`src/rtl/ccd_pkg.sv`:
```
package ccd_pkg;
  typedef enum logic [1:0] {
    OP_ADD = 2'b00,
    OP_SUB = 2'b01,
    OP_AND = 2'b10,
    OP_XOR = 2'b11
  } alu_op_e;

  typedef enum logic [1:0] {
    RK_SKIP    = 2'b00,
    RK_CHECKED = 2'b01,
    RK_DROPPED = 2'b10
  } ret_kind_e;
endpackage

```
`src/rtl/ccd_alu_check.sv`:
```
module ccd_alu_check #(
  parameter int XLEN = 32
) (
  input  logic [1:0]      op,
  input  logic [XLEN-1:0] a,
  input  logic [XLEN-1:0] b,
  input  logic [XLEN-1:0] res,
  output logic            match
);
  import ccd_pkg::*;

  logic [XLEN-1:0] recomputed;

  always_comb begin
    case (alu_op_e'(op))
      OP_ADD:  recomputed = a + b;
      OP_SUB:  recomputed = a - b;
      OP_AND:  recomputed = a & b;
      default: recomputed = a ^ b;
    endcase
    match = (recomputed == res);
  end
endmodule

```
`src/rtl/ccd_check_pipe.sv`:
```
module ccd_check_pipe #(
  parameter int BW  = 1,
  parameter int LAT = 3,
  parameter int IW  = 2
) (
  input  logic                   clk,
  input  logic                   rst_n,
  input  logic                   flush,
  input  logic [BW-1:0]          iss_v,
  input  logic [BW-1:0][IW-1:0]  iss_idx,
  input  logic [BW-1:0]          iss_ok,
  input  logic                   kill_v,
  input  logic [IW-1:0]          kill_idx,
  output logic [BW-1:0]          out_v,
  output logic [BW-1:0][IW-1:0]  out_idx,
  output logic [BW-1:0]          out_ok
);
  logic [LAT-1:0][BW-1:0]         st_v, st_v_n;
  logic [LAT-1:0][BW-1:0]         st_ok, st_ok_n;
  logic [LAT-1:0][BW-1:0][IW-1:0] st_idx, st_idx_n;

  always_comb begin
    st_v_n   = st_v;
    st_ok_n  = st_ok;
    st_idx_n = st_idx;
    st_v_n[0]   = iss_v;
    st_ok_n[0]  = iss_ok;
    st_idx_n[0] = iss_idx;
    for (int s = 1; s < LAT; s++) begin
      for (int k = 0; k < BW; k++) begin
        st_v_n[s][k]   = st_v[s-1][k] && !(kill_v && st_idx[s-1][k] == kill_idx);
        st_ok_n[s][k]  = st_ok[s-1][k];
        st_idx_n[s][k] = st_idx[s-1][k];
      end
    end
    if (flush) st_v_n = '0;
  end

  always_ff @(posedge clk or negedge rst_n) begin
    if (!rst_n) begin
      st_v   <= '0;
      st_ok  <= '0;
      st_idx <= '0;
    end else begin
      st_v   <= st_v_n;
      st_ok  <= st_ok_n;
      st_idx <= st_idx_n;
    end
  end

  always_comb begin
    for (int k = 0; k < BW; k++) begin
      out_v[k]   = st_v[LAT-1][k] && !(kill_v && st_idx[LAT-1][k] == kill_idx);
      out_idx[k] = st_idx[LAT-1][k];
      out_ok[k]  = st_ok[LAT-1][k];
    end
  end
endmodule

```
`src/rtl/ccd_pc_hist.sv`:
```
module ccd_pc_hist #(
  parameter int HIST = 10,
  parameter int PCW  = 32
) (
  input  logic           clk,
  input  logic           rst_n,
  input  logic           push,
  input  logic [PCW-1:0] pc,
  output logic [PCW-1:0] oldest
);
  logic [HIST-1:0][PCW-1:0] ring;

  always_ff @(posedge clk or negedge rst_n) begin
    if (!rst_n) begin
      ring <= '0;
    end else if (push) begin
      ring[0] <= pc;
      for (int i = 1; i < HIST; i++) ring[i] <= ring[i-1];
    end
  end

  assign oldest = ring[HIST-1];
endmodule

```
`src/rtl/cond_check_dispatch.sv`:
```
module cond_check_dispatch #(
  parameter int XLEN  = 32,
  parameter int PCW   = 32,
  parameter int DEPTH = 4,   // power of two
  parameter int BW    = 1,   // checker lanes, 1 or 2
  parameter int LAT   = 3,   // checker stages, at least 1
  parameter int HIST  = 10,
  parameter int CNT_W = 16
) (
  input  logic             clk,
  input  logic             rst_n,
  input  logic             in_valid,
  input  logic [PCW-1:0]   in_pc,
  input  logic [1:0]       in_op,
  input  logic [XLEN-1:0]  in_a,
  input  logic [XLEN-1:0]  in_b,
  input  logic [XLEN-1:0]  in_res,
  input  logic             in_suspect,
  output logic             ret_valid,
  output logic [PCW-1:0]   ret_pc,
  output logic [1:0]       ret_kind,
  output logic             flush,
  output logic [PCW-1:0]   restart_pc,
  output logic [CNT_W-1:0] cnt_checked,
  output logic [CNT_W-1:0] cnt_skipped,
  output logic [CNT_W-1:0] cnt_dropped
);
  import ccd_pkg::*;

  localparam int PTR_W  = $clog2(DEPTH);
  localparam int CNT_QW = $clog2(DEPTH + 1);

  // retire window storage
  logic [PCW-1:0]  q_pc  [DEPTH];
  logic [1:0]      q_op  [DEPTH];
  logic [XLEN-1:0] q_a   [DEPTH];
  logic [XLEN-1:0] q_b   [DEPTH];
  logic [XLEN-1:0] q_res [DEPTH];
  logic [DEPTH-1:0] q_susp, q_done, q_fail, q_iss;

  logic [PTR_W-1:0]  head, tail, head_n, tail_n;
  logic [CNT_QW-1:0] count, count_n, iss_off, iss_off_n;

  logic hv, full, do_skip, do_chk, do_drop, do_flush, do_ret, acc;

  logic [BW-1:0]             lane_v, lane_ok;
  logic [BW-1:0][PTR_W-1:0]  lane_slot;
  logic [1:0]                lane_op  [BW];
  logic [XLEN-1:0]           lane_a   [BW];
  logic [XLEN-1:0]           lane_b   [BW];
  logic [XLEN-1:0]           lane_res [BW];

  logic [BW-1:0]             wb_v, wb_ok;
  logic [BW-1:0][PTR_W-1:0]  wb_idx;
  logic [PCW-1:0]            hist_oldest;

  // head decision
  always_comb begin
    hv       = (count != '0);
    full     = (count == CNT_QW'(DEPTH));
    do_skip  = hv && !q_susp[head];
    do_chk   = hv && q_susp[head] && q_done[head] && !q_fail[head];
    do_flush = hv && q_susp[head] && q_done[head] && q_fail[head];
    do_drop  = hv && q_susp[head] && !q_done[head] && full && in_valid;
    do_ret   = do_skip || do_chk || do_drop;
    acc      = in_valid && !do_flush;
  end

  // issue selection: oldest entries not yet scanned, never the retiring head
  always_comb begin
    int start_i, adv_i, pos;
    start_i = (do_ret && iss_off == '0) ? 1 : int'(iss_off);
    adv_i   = 0;
    for (int k = 0; k < BW; k++) begin
      pos          = start_i + k;
      lane_slot[k] = head + PTR_W'(pos);
      lane_v[k]    = (pos < int'(count)) && q_susp[lane_slot[k]];
      lane_op[k]   = q_op[lane_slot[k]];
      lane_a[k]    = q_a[lane_slot[k]];
      lane_b[k]    = q_b[lane_slot[k]];
      lane_res[k]  = q_res[lane_slot[k]];
      if (pos < int'(count)) adv_i++;
    end
    iss_off_n = CNT_QW'(start_i + adv_i - (do_ret ? 1 : 0));
    count_n   = count + CNT_QW'(acc) - CNT_QW'(do_ret);
    head_n    = head + PTR_W'(do_ret);
    tail_n    = tail + PTR_W'(acc);
    if (do_flush) begin
      count_n   = '0;
      iss_off_n = '0;
      head_n    = tail;
      tail_n    = tail;
    end
  end

  for (genvar g = 0; g < BW; g++) begin : g_lane
    ccd_alu_check #(.XLEN(XLEN)) i_alu (
      .op(lane_op[g]), .a(lane_a[g]), .b(lane_b[g]), .res(lane_res[g]),
      .match(lane_ok[g])
    );
  end

  ccd_check_pipe #(.BW(BW), .LAT(LAT), .IW(PTR_W)) i_pipe (
    .clk(clk), .rst_n(rst_n), .flush(do_flush),
    .iss_v(lane_v), .iss_idx(lane_slot), .iss_ok(lane_ok),
    .kill_v(do_drop), .kill_idx(head),
    .out_v(wb_v), .out_idx(wb_idx), .out_ok(wb_ok)
  );

  ccd_pc_hist #(.HIST(HIST), .PCW(PCW)) i_hist (
    .clk(clk), .rst_n(rst_n), .push(do_ret), .pc(q_pc[head]),
    .oldest(hist_oldest)
  );

  // window payload: written only on accept, no reset needed
  always_ff @(posedge clk) begin
    if (acc) begin
      q_pc[tail]  <= in_pc;
      q_op[tail]  <= in_op;
      q_a[tail]   <= in_a;
      q_b[tail]   <= in_b;
      q_res[tail] <= in_res;
    end
  end

  // window control and status
  always_ff @(posedge clk or negedge rst_n) begin
    if (!rst_n) begin
      head    <= '0;
      tail    <= '0;
      count   <= '0;
      iss_off <= '0;
      q_susp  <= '0;
      q_done  <= '0;
      q_fail  <= '0;
      q_iss   <= '0;
    end else begin
      head    <= head_n;
      tail    <= tail_n;
      count   <= count_n;
      iss_off <= iss_off_n;
      for (int k = 0; k < BW; k++) begin
        if (lane_v[k]) q_iss[lane_slot[k]] <= 1'b1;
        if (wb_v[k]) begin
          q_done[wb_idx[k]] <= 1'b1;
          q_fail[wb_idx[k]] <= !wb_ok[k];
        end
      end
      if (acc) begin
        q_susp[tail] <= in_suspect;
        q_done[tail] <= 1'b0;
        q_fail[tail] <= 1'b0;
        q_iss[tail]  <= 1'b0;
      end
    end
  end

  // retire port, flush and counters
  always_ff @(posedge clk or negedge rst_n) begin
    if (!rst_n) begin
      ret_valid   <= 1'b0;
      ret_pc      <= '0;
      ret_kind    <= RK_SKIP;
      flush       <= 1'b0;
      restart_pc  <= '0;
      cnt_checked <= '0;
      cnt_skipped <= '0;
      cnt_dropped <= '0;
    end else begin
      ret_valid <= do_ret;
      flush     <= do_flush;
      if (do_ret) begin
        ret_pc   <= q_pc[head];
        ret_kind <= do_chk ? RK_CHECKED : (do_drop ? RK_DROPPED : RK_SKIP);
      end
      if (do_flush) restart_pc  <= hist_oldest;
      if (do_chk)   cnt_checked <= cnt_checked + 1'b1;
      if (do_skip)  cnt_skipped <= cnt_skipped + 1'b1;
      if (do_drop)  cnt_dropped <= cnt_dropped + 1'b1;
    end
  end

  // ---------------- assertions ----------------
  logic past_ok;
  always_ff @(posedge clk or negedge rst_n) begin
    if (!rst_n) past_ok <= 1'b0;
    else        past_ok <= 1'b1;
  end

  a_r5_no_overflow: assert property (@(posedge clk) disable iff (!rst_n)
    count <= CNT_QW'(DEPTH));

  a_r6_flush_no_retire: assert property (@(posedge clk) disable iff (!rst_n)
    flush |-> !ret_valid);

  a_r6_flush_single: assert property (@(posedge clk) disable iff (!rst_n)
    flush |=> !flush);

  a_r8_drop_step: assert property (@(posedge clk) disable iff (!rst_n)
    (past_ok && ret_valid && ret_kind == RK_DROPPED) |->
      (cnt_dropped - $past(cnt_dropped)) == CNT_W'(1));

  a_r8_checked_step: assert property (@(posedge clk) disable iff (!rst_n)
    (past_ok && !(ret_valid && ret_kind == RK_CHECKED)) |-> $stable(cnt_checked));

  for (genvar g = 0; g < BW; g++) begin : g_wb_chk
    a_r5_wb_issued: assert property (@(posedge clk) disable iff (!rst_n)
      wb_v[g] |-> q_iss[wb_idx[g]]);
  end
endmodule

```
`config.mk`:
```
export PLATFORM = sky130hd
export DESIGN_NAME = cond_check_dispatch
export DESIGN_NICKNAME = d
export VERILOG_FILES = /design/src/rtl/ccd_pkg.sv /design/src/rtl/ccd_alu_check.sv /design/src/rtl/ccd_check_pipe.sv /design/src/rtl/ccd_pc_hist.sv /design/src/rtl/cond_check_dispatch.sv
export SDC_FILE = /design/constraint.sdc
export NUM_CORES = 1
export LEC_CHECK = 0
export CORE_ASPECT_RATIO = 1.75
export CORE_MARGIN = 5
export CORE_UTILIZATION = 59
export DETAILED_ROUTE_END_ITERATION = 6
export GPL_TIMING_DRIVEN = 1
export PLACE_DENSITY = 0.79
export SLEW_MARGIN = 20
export SYNTH_ARGS = -nofsm -noshare
export SYNTH_HDL_FRONTEND = slang
export SYNTH_SLANG_ARGS = --single-unit
```
`constraint.sdc`:
```
create_clock -name clk -period 14.4 [get_ports clk]
set_clock_uncertainty 0.15 [all_clocks]
set_input_delay 2.88 -clock clk [delete_from_list [all_inputs] [get_ports clk]]
set_output_delay 2.88 -clock clk [all_outputs]
set_load 0.02 [all_outputs]
```
; ---- Word-level counts from Yosys, hierarchy flattened
; Memories as Yosys holds them, arrays and structs flattened. A register that Yosys moved wholly into a read port is not among the register bits.
; Index checks and enable logic that the tools add are counted.
; W data, S select, Z words.
[word_totals]
register_bits = 406
output_inout_bits = 116
n_memories = 5
ramBits = 520
input_bits = 134
elab_cells = 132
[op_classes]
n_eq_ne = 7
mux = 30
n_lt_le_gt_ge = 7
add_sub_neg = 12
bitwise_logic = 6
reduce_logical = 33
[memory_table]
columns = name, depth, width, read_ports, rd_ports_with_merged_regs, write_ports, line
row1 = q_a, 4, 32, 1, 0, 1, cond_check_dispatch.sv:36  ; logic [XLEN-1:0] q_a [DEPTH];
row2 = q_b, 4, 32, 1, 0, 1, cond_check_dispatch.sv:37  ; logic [XLEN-1:0] q_b [DEPTH];
row3 = q_pc, 4, 32, 1, 1, 1, cond_check_dispatch.sv:34  ; logic [PCW-1:0] q_pc [DEPTH];
row4 = q_res, 4, 32, 1, 0, 1, cond_check_dispatch.sv:38  ; logic [XLEN-1:0] q_res [DEPTH];
row5 = q_op, 4, 2, 1, 0, 1, cond_check_dispatch.sv:35  ; logic [1:0] q_op [DEPTH];
[op_table]
columns = op, n
row1 = $pmux W32 S3, 1
row2 = $add A16 B1 Y16 const B, 3
row3 = $add A32 B32 Y32, 1
row4 = $and A32 B32 Y32, 1
row5 = $eq A32 B32 Y1, 1
row6 = $sub A32 B32 Y32, 1
row7 = $xor A32 B32 Y32, 1
row8 = $logic_and A1 B1 Y1, 19
row9 = $mux W4, 4
row10 = $lt A2 B3 Y1 const B, 4
row11 = $mux W3, 4
row12 = $mux W1, 10
row13 = $logic_not A1 Y1, 9
row14 = $and A4 B4 Y4, 2
row15 = $bmux W1 S2, 4
row16 = $bwmux W4, 2
row17 = $add A3 B1 Y3, 2
row18 = $eq A2 B2 Y1, 3
row19 = $mux W2, 3
row20 = $add A2 B1 Y2, 2
row21 = $demux W1 S2, 2
row22 = $ge A2 B1 Y1 const B, 2
row23 = $not A4 Y4, 1
row24 = $or A4 B4 Y4, 1
row25 = other kinds (11), 12

; ---- Longest topological paths before layout
; Gate-level depths: netlist of the first run.
[depth]
word_depth = 14
ltp_mapped = 42
depth_no_buf = 33

; ---- Modules after synthesis
; From an unflattened synthesis of the first run, not the netlist that was laid out.
[unflattened]
cells_unflattened = 2518
hier_area_um2 = 42873.6
[by_module_without_submodules]
columns = mod, cells_each, n_inst, area_per_inst_um2, seq_area_each_um2
row1 = cond_check_dispatch, 1189, 1, 24568.6, 19068.3
row2 = ccd_pc_hist, 708, 1, 13659.4, 8007.7
row3 = ccd_alu_check, 594, 1, 4236.6, 0.0
row4 = ccd_check_pipe, 27, 1, 409.1, 300.3

; ---- Least setup slack after synthesis of the first run
; No wires, ideal clock.
[synth_path]
kind = input to register
start = input in_valid
end = register q_susp[1]
path_buffers = 0
cell_stages = 3
arrival_time_ps = 13941
t_required_ps = 14136
setup_time_ps = 114
path_slack_ps = 194
path_cell_list = nand2_1 > nor3b_1 > mux2_2
[synth_via]
elab_chain_cells = 1
[synth_lines]
columns = element, line
row1 = start: declaration, cond_check_dispatch.sv:12  ; input logic in_valid,
row2 = $logic_and A1 B1 Y1, cond_check_dispatch.sv:66  ; acc = in_valid && !do_flush;
row3 = end signal: indexed assignment, cond_check_dispatch.sv:150  ; q_susp[tail] <= in_suspect;
row4 = end: declaration, cond_check_dispatch.sv:39  ; logic [DEPTH-1:0] q_susp, q_done, q_fail, q_iss;
; Every way passes these cells.
; A chain may end at the register's enable or synchronous reset.

; ---- Worst setup path in the final report of the first run
[layout_path]
start = input in_valid
end = register i_pipe.st_ok[0] (netlist name)
[layout_via]
elab_chain_cells = 9
word_cells_on_any_way = 18
cone_classes = add/sub (3) / eq/ne (3) / mux (2) / bitwise (2) / reduce/logical (4) / memory (4)
[layout_lines]
columns = element, line
row1 = $logic_and A1 B1 Y1 *, cond_check_dispatch.sv:64  ; do_drop = hv && q_susp[head] && !q_done[head] && full && in_valid;
row2 = $logic_or A1 B1 Y1 *, cond_check_dispatch.sv:65  ; do_ret = do_skip || do_chk || do_drop;
row3 = $logic_and A1 B1 Y1 *, cond_check_dispatch.sv:72  ; start_i = (do_ret && iss_off == '0) ? 1 : int'(iss_off);
row4 = $mux W3 *, cond_check_dispatch.sv:72
row5 = $add A2 B2 Y2 *, cond_check_dispatch.sv:76  ; lane_slot[k] = head + PTR_W'(pos);
row6 = "$mem_v2 Z4 W32, or another cell as far along", -
row7 = "$sub A32 B32 Y32, or another cell as far along", ccd_alu_check.sv:17  ; OP_SUB: recomputed = a - b;
row8 = $pmux W32 S3, ccd_alu_check.sv:15  ; case (alu_op_e'(op))
row9 = $eq A32 B32 Y1 *, ccd_alu_check.sv:21  ; match = (recomputed == res);
row10 = named net g_lane[0].i_alu.match, ccd_alu_check.sv:8  ; output logic match
row11 = end signal: assignment, ccd_check_pipe.sv:46  ; st_ok <= st_ok_n;
row12 = end: declaration, ccd_check_pipe.sv:19  ; logic [LAT-1:0][BW-1:0] st_ok, st_ok_n;
; Mark *: on every way through the listed nets, which the timed path passes. The rest lies on a longest branch.

==> results.txt, run 1 <==
After synthesis, flip-flops and latches occupy 66.3% of the total area. The delay of the slowest critical-path stage came out at approximately 0.62 ns. The minimum clock period after layout is between 10 and 15 ns. Cells with a size suffix above 1 make up 23.5% of the layout.

The fraction of post-synthesis cell area in the top cell type by area came out at about two fifths. The core region is 67500 um2. The kind of cell with the highest combined delay along the critical path is simple AND/OR/NAND/NOR gates. The gate count after technology mapping is 2451. The detail route stage leaves a number of antenna-violating nets equal to 0. For the pin with the worst max-slew slack, the measured transition is 1.13 ns.

The max-slew violation count is 0. After synthesis, the share of flip-flops with an asynchronous set or reset is 45.7%. In this run the critical register-to-register path is launched from head[0]. In the final design database the tool counted approximately 2900 nets. The worst register-to-register path ends at i_pipe.st_ok[0].

The count of yosys warnings during synthesis is 0. The synthesized design spends more area on one cell type than any other, namely edfxtp_1. After clock tree synthesis, the flow added hold-fix buffers numbering 0. The worst path buffer plus inverter count is 5. The setup slack of the worst register-to-register path came out at 4.94 ns.

The total overflow left after global routing is 0. Measured in cells, the most critical reg-to-reg path has a length of 29. The initial DRC count is 1495. The final critical path takes up 72.6% of the cycle.

The primary flip-flop cell chosen by synthesis mapping is edfxtp_1. The die covers 73400 um2. The relative slew slack is 24.7%.

The register clock-pin slew on the reported worst setup and hold paths is ~0.06 ns. The number of different library cells in the post-synthesis netlist is 76. The multi-input combinational cell area came out at 12700 um2. Leaving out fill and tap cells, the most frequent cell in the layout is edfxtp_1. Fill cells in the final layout number 4597. The min-delay analysis places its worst path in the category reg -> reg. The count of placed standard cells including taps came out at about 3500. The setup fix buffers added after clock tree synthesis came out at 0. The arrival time at the worst endpoint is 10.85 ns. The maximum fanout encountered on the critical timing path came out at 58. The maximum clock rate is 95.6 MHz. The cell row count came out at between 100 and 150. The worst hold path endpoint is i_pipe.out_ok. The first global-routing pass estimated ~130000 um of wire. The routed layout has 21400 vias. The path type of the worst setup path is in -> reg. The number of standard cells in the layout, taps in and fillers out is 3643. The final setup TNS is 0 ns. 250 I/O pins were placed. The number of port buffers came out at 249. Yosys mapped a number of flops with a built-in enable equal to 520.

The number of failing hold endpoints at the final stage is 0. The pin count of the biggest net entering global routing is 177. Setup violations remaining at the end of the flow were counted as 0. The number of clock buffers inserted by TritonCTS is around 80. The critical path launch point type is an input port. The run finished with clean final reports. The cell at the slowest stage of the critical path is or4_1. The post-synthesis cell area came out at between 40000 and 50000 um2. The final routed DRC violation total is 0. The detailed-routing iteration count for the pre-antenna-repair pass is 5. After synthesis, the cell types taking the most area are edfxtp_1 39%, dfrtp_1 27%, mux2_2 10%. The most repeated library cell on the critical path is nor2_1. The number of antenna violations at the first check in global routing came out at 10. The final design utilization is between 60 and 70%.

The global placement routability congestion is 0.922. The number of H-tree branching levels came out at 3. The post-cts repair resize count is 0. The x dimension of the die is 207 um. The critical path required time is 14.79 ns.

The mean post-synth cell area is between 15 and 20 um2. The synthesis-to-layout area growth is 14.5%. The TritonCTS sink count came out at about 960.

TritonCTS built the clock tree. The detailed placer's ending HPWL is approximately 57000 um. The combined global-route utilization of all metal layers came out at 23.0%. The sequential cell area came out at 26600 um2. The later-pin clock latency in the skew report came out at 0.64 ns. In this run the most critical hold path is launched from i_pipe.st_ok[1]. The net count of the mapped netlist is 2664. The count of cells along the worst hold path came out at 0. The via count normalized by instance count is ~5.9.

The max-capacitance violation count is 0. Setup repair after global routing left no endpoint under its margin. No sink is reached through more buffers than the 3 on the longest clock path. The flip-flop and latch count after synthesis is 958. The number of global-route vias before repair came out at 23200. The average wire per cell in the routed design came out at 23.1 um.

The total number of cells along the worst setup path is 29. The worst-case setup slack after placement came out at 3.30 ns. The height of the die came out at 355 um. The total detailed-routing wirelength came out at 84100 um.

Once the floorplan was initialized, standard cells occupied 59.4% of the core. The setup slack after layout is slightly below 4 ns. The kind of end point of the critical path is a flip-flop.

The tree is rooted in a clkbuf_16. The top cell types in the final layout, fill and taps aside, are 520 x edfxtp_1, 436 x dfrtp_1, 363 x mux2_2.
[synthesized netlist by cell type (all sizes together), types with 4 or more instances]
| cell | instances |
|---|---|
| a211oi | 33 |
| a21boi | 4 |
| a21o | 13 |
| a21oi | 61 |
| a31oi | 21 |
| and2 | 22 |
| and3 | 10 |
| buf | 75 |
| clkbuf | 59 |
| dfrtp | 438 |
| edfxtp | 520 |
| ha | 76 |
| inv | 32 |
| mux2 | 363 |
| mux2i | 55 |
| mux4 | 109 |
| nand2 | 103 |
| nand2b | 11 |
| nand3 | 33 |
| nand4 | 18 |
| nor2 | 79 |
| nor3 | 32 |
| nor3b | 6 |
| nor4 | 11 |
| o2111ai | 4 |
| o211ai | 4 |
| o21a | 5 |
| o21ai | 37 |
| o21bai | 7 |
| o311ai | 7 |
| o31ai | 5 |
| or2 | 4 |
| or3 | 6 |
| xnor2 | 100 |
| xor2 | 50 |
[per-layer routing]
metal	global-route usage (%)	routed length, um	vias up
li1	-	-	9697
met1	26.3	30600	10900
met2	42.4	45800	602
met4	9.98	3580	2
met5	0	18	-
met3	4.08	3990	167
[flip-flops by register name (all words and copies together) (netlist names), 3 cells and up]
| signal | flops |
|---|---|
| restart_pc | 32 |
| q_susp | 4 |
| q_op | 8 |
| cnt_dropped | 16 |
| cnt_skipped | 16 |
| count | 3 |
| iss_off | 3 |
| q_fail | 4 |
| q_pc | 128 |
| q_done | 4 |
| i_pipe.st_idx | 4 |
| cnt_checked | 16 |
| q_b | 128 |
| i_pipe.st_v | 3 |
| q_a | 128 |
| i_hist.oldest | 32 |
| i_hist.ring | 288 |
| q_res | 128 |
[cells by family (layout without fill, tap and decap cells)]
family          after synthesis  after routing  synth area share (%)
flops                       958            958                  66.3
mux                         527            527                  17.8
simple gates                344            344                  4.15
compound gates              226            226                  3.74
buf+inv                     166            453                  2.18
xor+xnor                    151            151                  3.34
fa+ha+maj                    79             79                  2.52
other cells                   0              9                     0
[area by class of cell]
| class | instances | share of cell area [%] |
|---|---|---|
| Clock buffer | 108 | 4.82 |
| Sequential cell | 958 | 57.9 |
| Multi-Input combinational cell | 1327 | 27.6 |
| Antenna cell | 9 | 0.0491 |
| Clock inverter | 40 | 0.933 |
| Timing Repair Buffer | 273 | 5.97 |
| Tap cell | 896 | 2.44 |
| Inverter | 32 | 0.267 |
[worst max-delay path by stage]
stage,from,end,slack [ns]
floorplan,in_valid,q_susp[1],0.19
finish,in_valid,i_pipe.st_ok[0],3.94
detailed placement,in_valid,i_pipe.st_ok[0],3.30
CTS,in_valid,i_pipe.st_ok[0],3.94
global placement,in_valid,i_pipe.st_ok[0],3.43
global route,in_valid,i_pipe.st_ok[0],3.38
[metrics by stage]
stage / cell area (um2) / hold WS, ns
after CTS: 45900 / 0.211
after global routing: 45900 / 0.211
after floorplan: 40100 / 0.181
after detailed placement: 43200 / 0.196
after global placement: 43200 / 0.187
final: 45900 / 0.210
[worst register-to-register path: cells and delay by family (launching register included)]
family | cells | cell delay [ns]
xor+xnor | 2 | 0.43
compound gates | 9 | 1.98
fa+ha+maj | 2 | 0.53
buf+inv | 4 | 1.53
mux | 2 | 1.15
flops | 1 | 1.00
simple gates | 10 | 2.60
Power of run 1 is left out: the tool's default activity adds up to more than one toggle a clock period on the data nets, which glitch-free logic cannot reach.
==> inputs of run 2 (changes only) <==
clock period = 10.2 ns   (was 14.4 ns; I/O delays follow)
==> run 2 against run 1 <==
- routed wire length is 0.13% higher
- hold slack worse by 0.0078 ns
- cell count is 0.60% higher
- setup slack worse by 2.6 ns
- global-route usage is 0.16 points lower
- cell area is 0.71% higher
- non-clock buffer count is 19 higher
- via count is 0.36% higher
- sequential share of layout area is 0.41 points lower
- highest routed layer is now met4
==> results.txt, run 2 (same netlist as run 1, synthesis figures left out) <==
Clock-pin slew was measured on the worst setup and hold paths at 0.06 ns. In the layout the commonest cells are 520 x edfxtp_1, 436 x dfrtp_1, 363 x mux2_2. The register with the most flip-flops in the layout has 288 of them.

The fraction of layout cells with a size suffix above 1 came out at 24.3%. The floorplan step set the die width to 207 um. The worst path uses 87.1% of the clock period. The core region area is between 60000 and 70000 um2.

For this run, the detailed router's first-pass iteration total came to 7. The number of antenna violations at the first check in global routing came out at 6. The max-slew violation count was 0. The starting density of the core is roughly three fifths. At the pin with the least slew margin, the transition time is between 1 and 1.5 ns. The pin count of the biggest net entering global routing is 188. The cell row count is 126. The number of port buffers came out at between 200 and 250.

The flow ran to the end, and the final reports show no timing, DRC or antenna violations. The total of endpoints with negative setup slack in the final report is 0. At the end of the flow, the number of nets in the layout was about 2900. The TritonCTS sink count is 958.

The critical path required time came out at 10.57 ns. The height of the die is 355 um. The combined global-route utilization of all metal layers is between 20 and 25%. Leaving out fill and tap cells, the most frequent cell in the layout is edfxtp_1. The synthesis-to-layout area growth came out at 15.3%. TritonCTS built the clock tree. CTS built an H-tree with a depth of 3. The wire length of the first global-routing pass came out at approximately 130000 um.

The critical path launch point type is an input port. After detailed routing, the number of vias per cell comes to 5.86. By instance count, the cell type seen most on the critical path is nor2_1. The most flop-heavy register is i_hist.ring. The number of vias in the routed layout is 21500.

The average wire per cell in the routed design came out at 23.0 um. Setup repair after global routing left no endpoint under its margin. The total overflow reported by the global router came out at 0.

The global placement routability congestion is slightly above 0.9. The sequential cell area is between 20000 and 30000 um2. STA classifies the critical path endpoint as a flip-flop. The area enclosed by the die boundary came out at 73400 um2. For the worst-skew pair, the clock arrives at the later sink with an insertion delay of 0.64 ns. The maximum clock rate came out at between 100 and 150 MHz. The fill cell total of the finished layout came out at about 4600.

The number of failing hold endpoints at the final stage came out at 0. The number of nets still failing antenna checks after routing is 0. The detailed placer's ending HPWL came out at approximately 57000 um. After clock tree synthesis, the setup repair step added 0 buffers. The multi-input combinational cell area is approximately 13000 um2. The total detailed-routing wirelength is 84200 um.

The root buffer cell is clkbuf_16. The relative slew slack came out at between 20% and 30%. The initial DRC count is 1222. The number of global-route vias before repair was 23100. The slowest stage of the critical path is the mux4_2 cell. The arrival time at the worst endpoint is 9.26 ns. The minimum clock period after layout came out at 8.89 ns. The number of clock buffers inserted by TritonCTS is 84. The max-capacitance violation count is 0. The critical path in this run is classified as in -> reg. The final routed DRC violation total came out at 0. After clock tree synthesis, the repair step resized 0 gates.

The delay of the slowest critical-path stage came out at 0.60 ns. The final setup TNS came out at 0 ns. The path type of the worst min-delay path is reg -> reg. The clock passes through at most 3 buffers.

In this run, post-CTS hold repair placed 0 buffers. In this run the count of I/O pins placed on the die edge is 250. The maximum fanout encountered on the critical timing path came out at 20.
==> run 2: cell count changes in the layout (fill, tap and decap cells not counted), moves of 3 or more <==
cell / previous run / this run
buf_4: 19 / 36
clkbuf_1: 20 / 14
clkbuf_16: 82 / 88
clkinv_1: 7 / 11
diode_2: 9 / 6
==> run 2: path summary, 6_finish.rpt <==
kind | startpoint | end | slack [ns] | cells past startpoint
min in group asynchronous | rst_n | i_hist.ring[185] | 1.27 | 1
max in group asynchronous | rst_n | cnt_dropped[3] | 7.15 | 3
setup reg to reg | head[1] | i_pipe.st_ok[0] | 1.56 | 31
setup / recovery | in_valid | i_pipe.st_ok[0] | 1.31 | 29
hold reg to reg | i_pipe.st_ok[0] | i_pipe.st_ok[1] | 0.20 | 0
hold / removal | i_pipe.st_ok[0] | i_pipe.st_ok[1] | 0.20 | 0
==> run 2: metrics by stage <==
step	hold WS (ns)	utilization (%)	worst slack (ns)	area, um2	instances
4_1_cts	0.207	68.4	1.40	46100	3657
6_report	0.203	68.5	1.31	46200	3665
3_3_place_gp	0.203	64.3	0.929	43400	3503
3_5_place_dp	0.190	64.3	0.753	43400	3503
5_1_grt	0.217	68.5	0.783	46200	3662
2_1_floorplan	0.181	-	0.388	40100	2451
==> run 2: cell type report <==
class | instances | area share, %
Sequential cell | 958 | 57.5
Multi-Input combinational cell | 1327 | 27.4
Timing Repair Buffer | 292 | 6.32
Clock buffer | 109 | 5.05
Tap cell | 896 | 2.43
Clock inverter | 45 | 0.942
Inverter | 32 | 0.265
Antenna cell | 6 | 0.0325
==> run 2: routing by layer <==
| metal | GRT usage, % | routed length, um | up-vias |
|---|---|---|---|
| met5 | 0 | 0 | - |
| met4 | 12.3 | 4890 | 0 |
| met3 | 3.99 | 3990 | 203 |
| met2 | 40.9 | 44500 | 627 |
| met1 | 26.2 | 30800 | 10900 |
| li1 | - | - | 9736 |
==> run 2: worst max-delay path, delay by kind of cell <==
kind | cells | cell delay, ns
AOI/OAI and AO/OA | 7 | 2.00
muxes | 2 | 0.89
buffers and inverters | 3 | 0.61
xor gates and xnor gates | 1 | 0.10
adders and majority gates | 3 | 1.07
and+or+nand+nor | 13 | 2.52
Power of run 2 is left out for the same reason.
==> inputs of run 3 (changes only) <==
CTS_BUF_LIST = sky130_fd_sc_hd__clkbuf_8 sky130_fd_sc_hd__clkbuf_16   (was not set)
==> run 3 against run 2 <==
- the run now ends with DRC left
- sequential cell count unchanged
- setup slack improved by 0.0093 ns
- via count increased by 0.24%
- routed wire length about the same
- count of clock-buffer cells in the layout decreased by 16
- critical path depth unchanged
- global-route usage about the same
- cell count unchanged
==> results.txt, run 3 (same netlist as run 1, synthesis figures left out) <==
The max-slew violation count is 0. The combined global-route utilization of all metal layers came out at 22.9%. The later-pin clock latency in the skew report came out at 0.64 ns. The run finished, with violations left.

Counting stages on the worst path, the most repeated cell is nor2_1. The setup slack of the worst register-to-register path is between 1.5 and 2 ns. The synthesis-to-layout area growth came out at 15.3%. The path class of the tightest hold or removal check is reg -> reg. Measured against its own limit, the worst slew margin works out to 29.1%. Of all nets on the critical path, the largest fanout is 20.

Derived from the worst setup path, the maximum achievable clock frequency is 113 MHz. Summed over all layers, the routed wires come to roughly 84000 um. The checks that failed: DRC.

The transition time of the tightest slew-check pin is 1.06 ns. The path type of the worst setup path is in -> reg. On the worst path, the slowest cell contributes a delay of 0.60 ns.

For this run the aggregate overflow at the end of global routing stands at 0. For this run, design rule violations remaining after detail routing come to 2. The root buffer cell is clkbuf_16.

The register with the most flip-flops in the layout has 288 of them. The number of failing hold endpoints at the final stage came out at 0. Detailed routing inserted a total of roughly 22000 vias. Leaving out fill and tap cells, the most frequent cell in the layout is edfxtp_1. The ratio of final minimum period to clock period is 87.0%. The setup fix buffers added after clock tree synthesis is 0.

The pre-antenna-repair detailed-routing pass consisted of 7 iterations. The kind of end point of the critical path is a flip-flop. The cell at the slowest stage of the critical path is mux4_2. The pin count of the biggest net entering global routing is 188. The number of antenna violations at the first check in global routing is 6. The tree built by TritonCTS fans out to 958 sinks.

TritonCTS built the clock tree. Setup repair after global routing left no endpoint under its margin. The register clock-pin slew on the reported worst setup and hold paths came out at 0.06 ns. The number of H-tree branching levels is 3. The wire length of the first global-routing pass came out at 132000 um.

The critical path launch point type is an input port. Using the TritonRoute via totals, the vias-per-cell ratio works out to 5.88. Data on the critical path arrives at its endpoint at between 9 and 10 ns. The fraction of layout cells with a size suffix above 1 came out at approximately 24%. The total of endpoints with negative setup slack in the final report came out at 0. In this design, the largest share of critical-path delay is due to simple AND/OR/NAND/NOR gates. The x dimension of the die came out at 207 um. The average wire per cell in the routed design is 23.0 um. The total number of nets in the final design is 2908.

The die covers 73400 um2. The minimum clock period after layout came out at about 8.9 ns. The height of the die is 355 um. Leaving out fill and tap cells, the most frequent cells in the layout are 520 x edfxtp_1, 436 x dfrtp_1, 363 x mux2_2. The number of hold buffers added after CTS came out at 0.

The post-cts repair resize count came out at 0. During placement, the flow inserted port buffers numbering 249. The core region area is 67500 um2. The starting density of the core came out at 59.4%. The most flop-heavy register is i_hist.ring. The critical path required time is 10.57 ns. The initial DRC count came out at 1251.

The number of nets still failing antenna checks after routing came out at 0. The cell row count came out at 126. The detailed placer's ending HPWL is 56700 um.

The tightest hold path in the finished design has a slack of 0.203 ns. The number of primary I/O pins came out at 250. The max-capacitance violation count came out at 0. The number of global-route vias before repair is 23100. At the end of routability-driven placement, the weighted congestion stood at about 0.9. The worst path buffer plus inverter count came out at 3. The number of clock buffers inserted by TritonCTS came out at 84. The maximum count of clock buffers along a single path came out at 3. The final setup TNS came out at 0 ns.
-- run 3: stage by stage --
step | worst slack (ns) | util [%] | instance area [um2] | cells
2_1_floorplan | 0.388 | - | 40100 | 2451
3_3_place_gp | 0.929 | 64.3 | 43400 | 3503
3_5_place_dp | 0.753 | 64.3 | 43400 | 3503
4_1_cts | 1.40 | 68.4 | 46100 | 3657
5_1_grt | 0.783 | 68.5 | 46200 | 3662
6_report | 1.32 | 68.5 | 46200 | 3665
-- run 3: worst paths after layout --
kind,start,end,cells after the start
max,in_valid,i_pipe.st_ok[0],29
min,i_pipe.st_ok[0],i_pipe.st_ok[1],0
max reg2reg,head[1],i_pipe.st_ok[0],31
max in group asynchronous,rst_n,cnt_dropped[3],3
min reg2reg,i_pipe.st_ok[0],i_pipe.st_ok[1],0
min in group asynchronous,rst_n,i_hist.ring[185],1
-- run 3: worst register-to-register path: cells and delay by family, from the launching register on --
kind | cells | cell delay (ns)
AO/OA/AOI/OAI | 8 | 2.14
XOR/XNOR | 1 | 0.10
adder cells (fa/ha/maj) | 3 | 1.08
buffers and inverters | 4 | 0.93
flip-flops | 1 | 0.37
multiplexers | 3 | 1.35
AND/OR/NAND/NOR | 12 | 2.40
-- run 3: layout make-up --
type | count | area [um2]
flip-flops and latches | 958 | 26600
fillers | 4599 | 21300
multi-input cells | 1327 | 12700
repair buffers | 292 | 2920
clock buffers | 93 | 2270
well taps | 896 | 1120
clock inverters | 61 | 495
inverters | 32 | 123
diodes | 6 | 15.0
-- run 3: metal layers --
layer	share of wire (%)	vias to the layer above	track usage, %	routed length [um]
li1	-	9741	-	-
met1	37	11000	26.2	30900
met2	53	626	40.9	44400
met3	4.7	204	3.99	3940
met4	5.9	0	12.3	4950
met5	0	-	0	0
Power of run 3 is left out for the same reason.
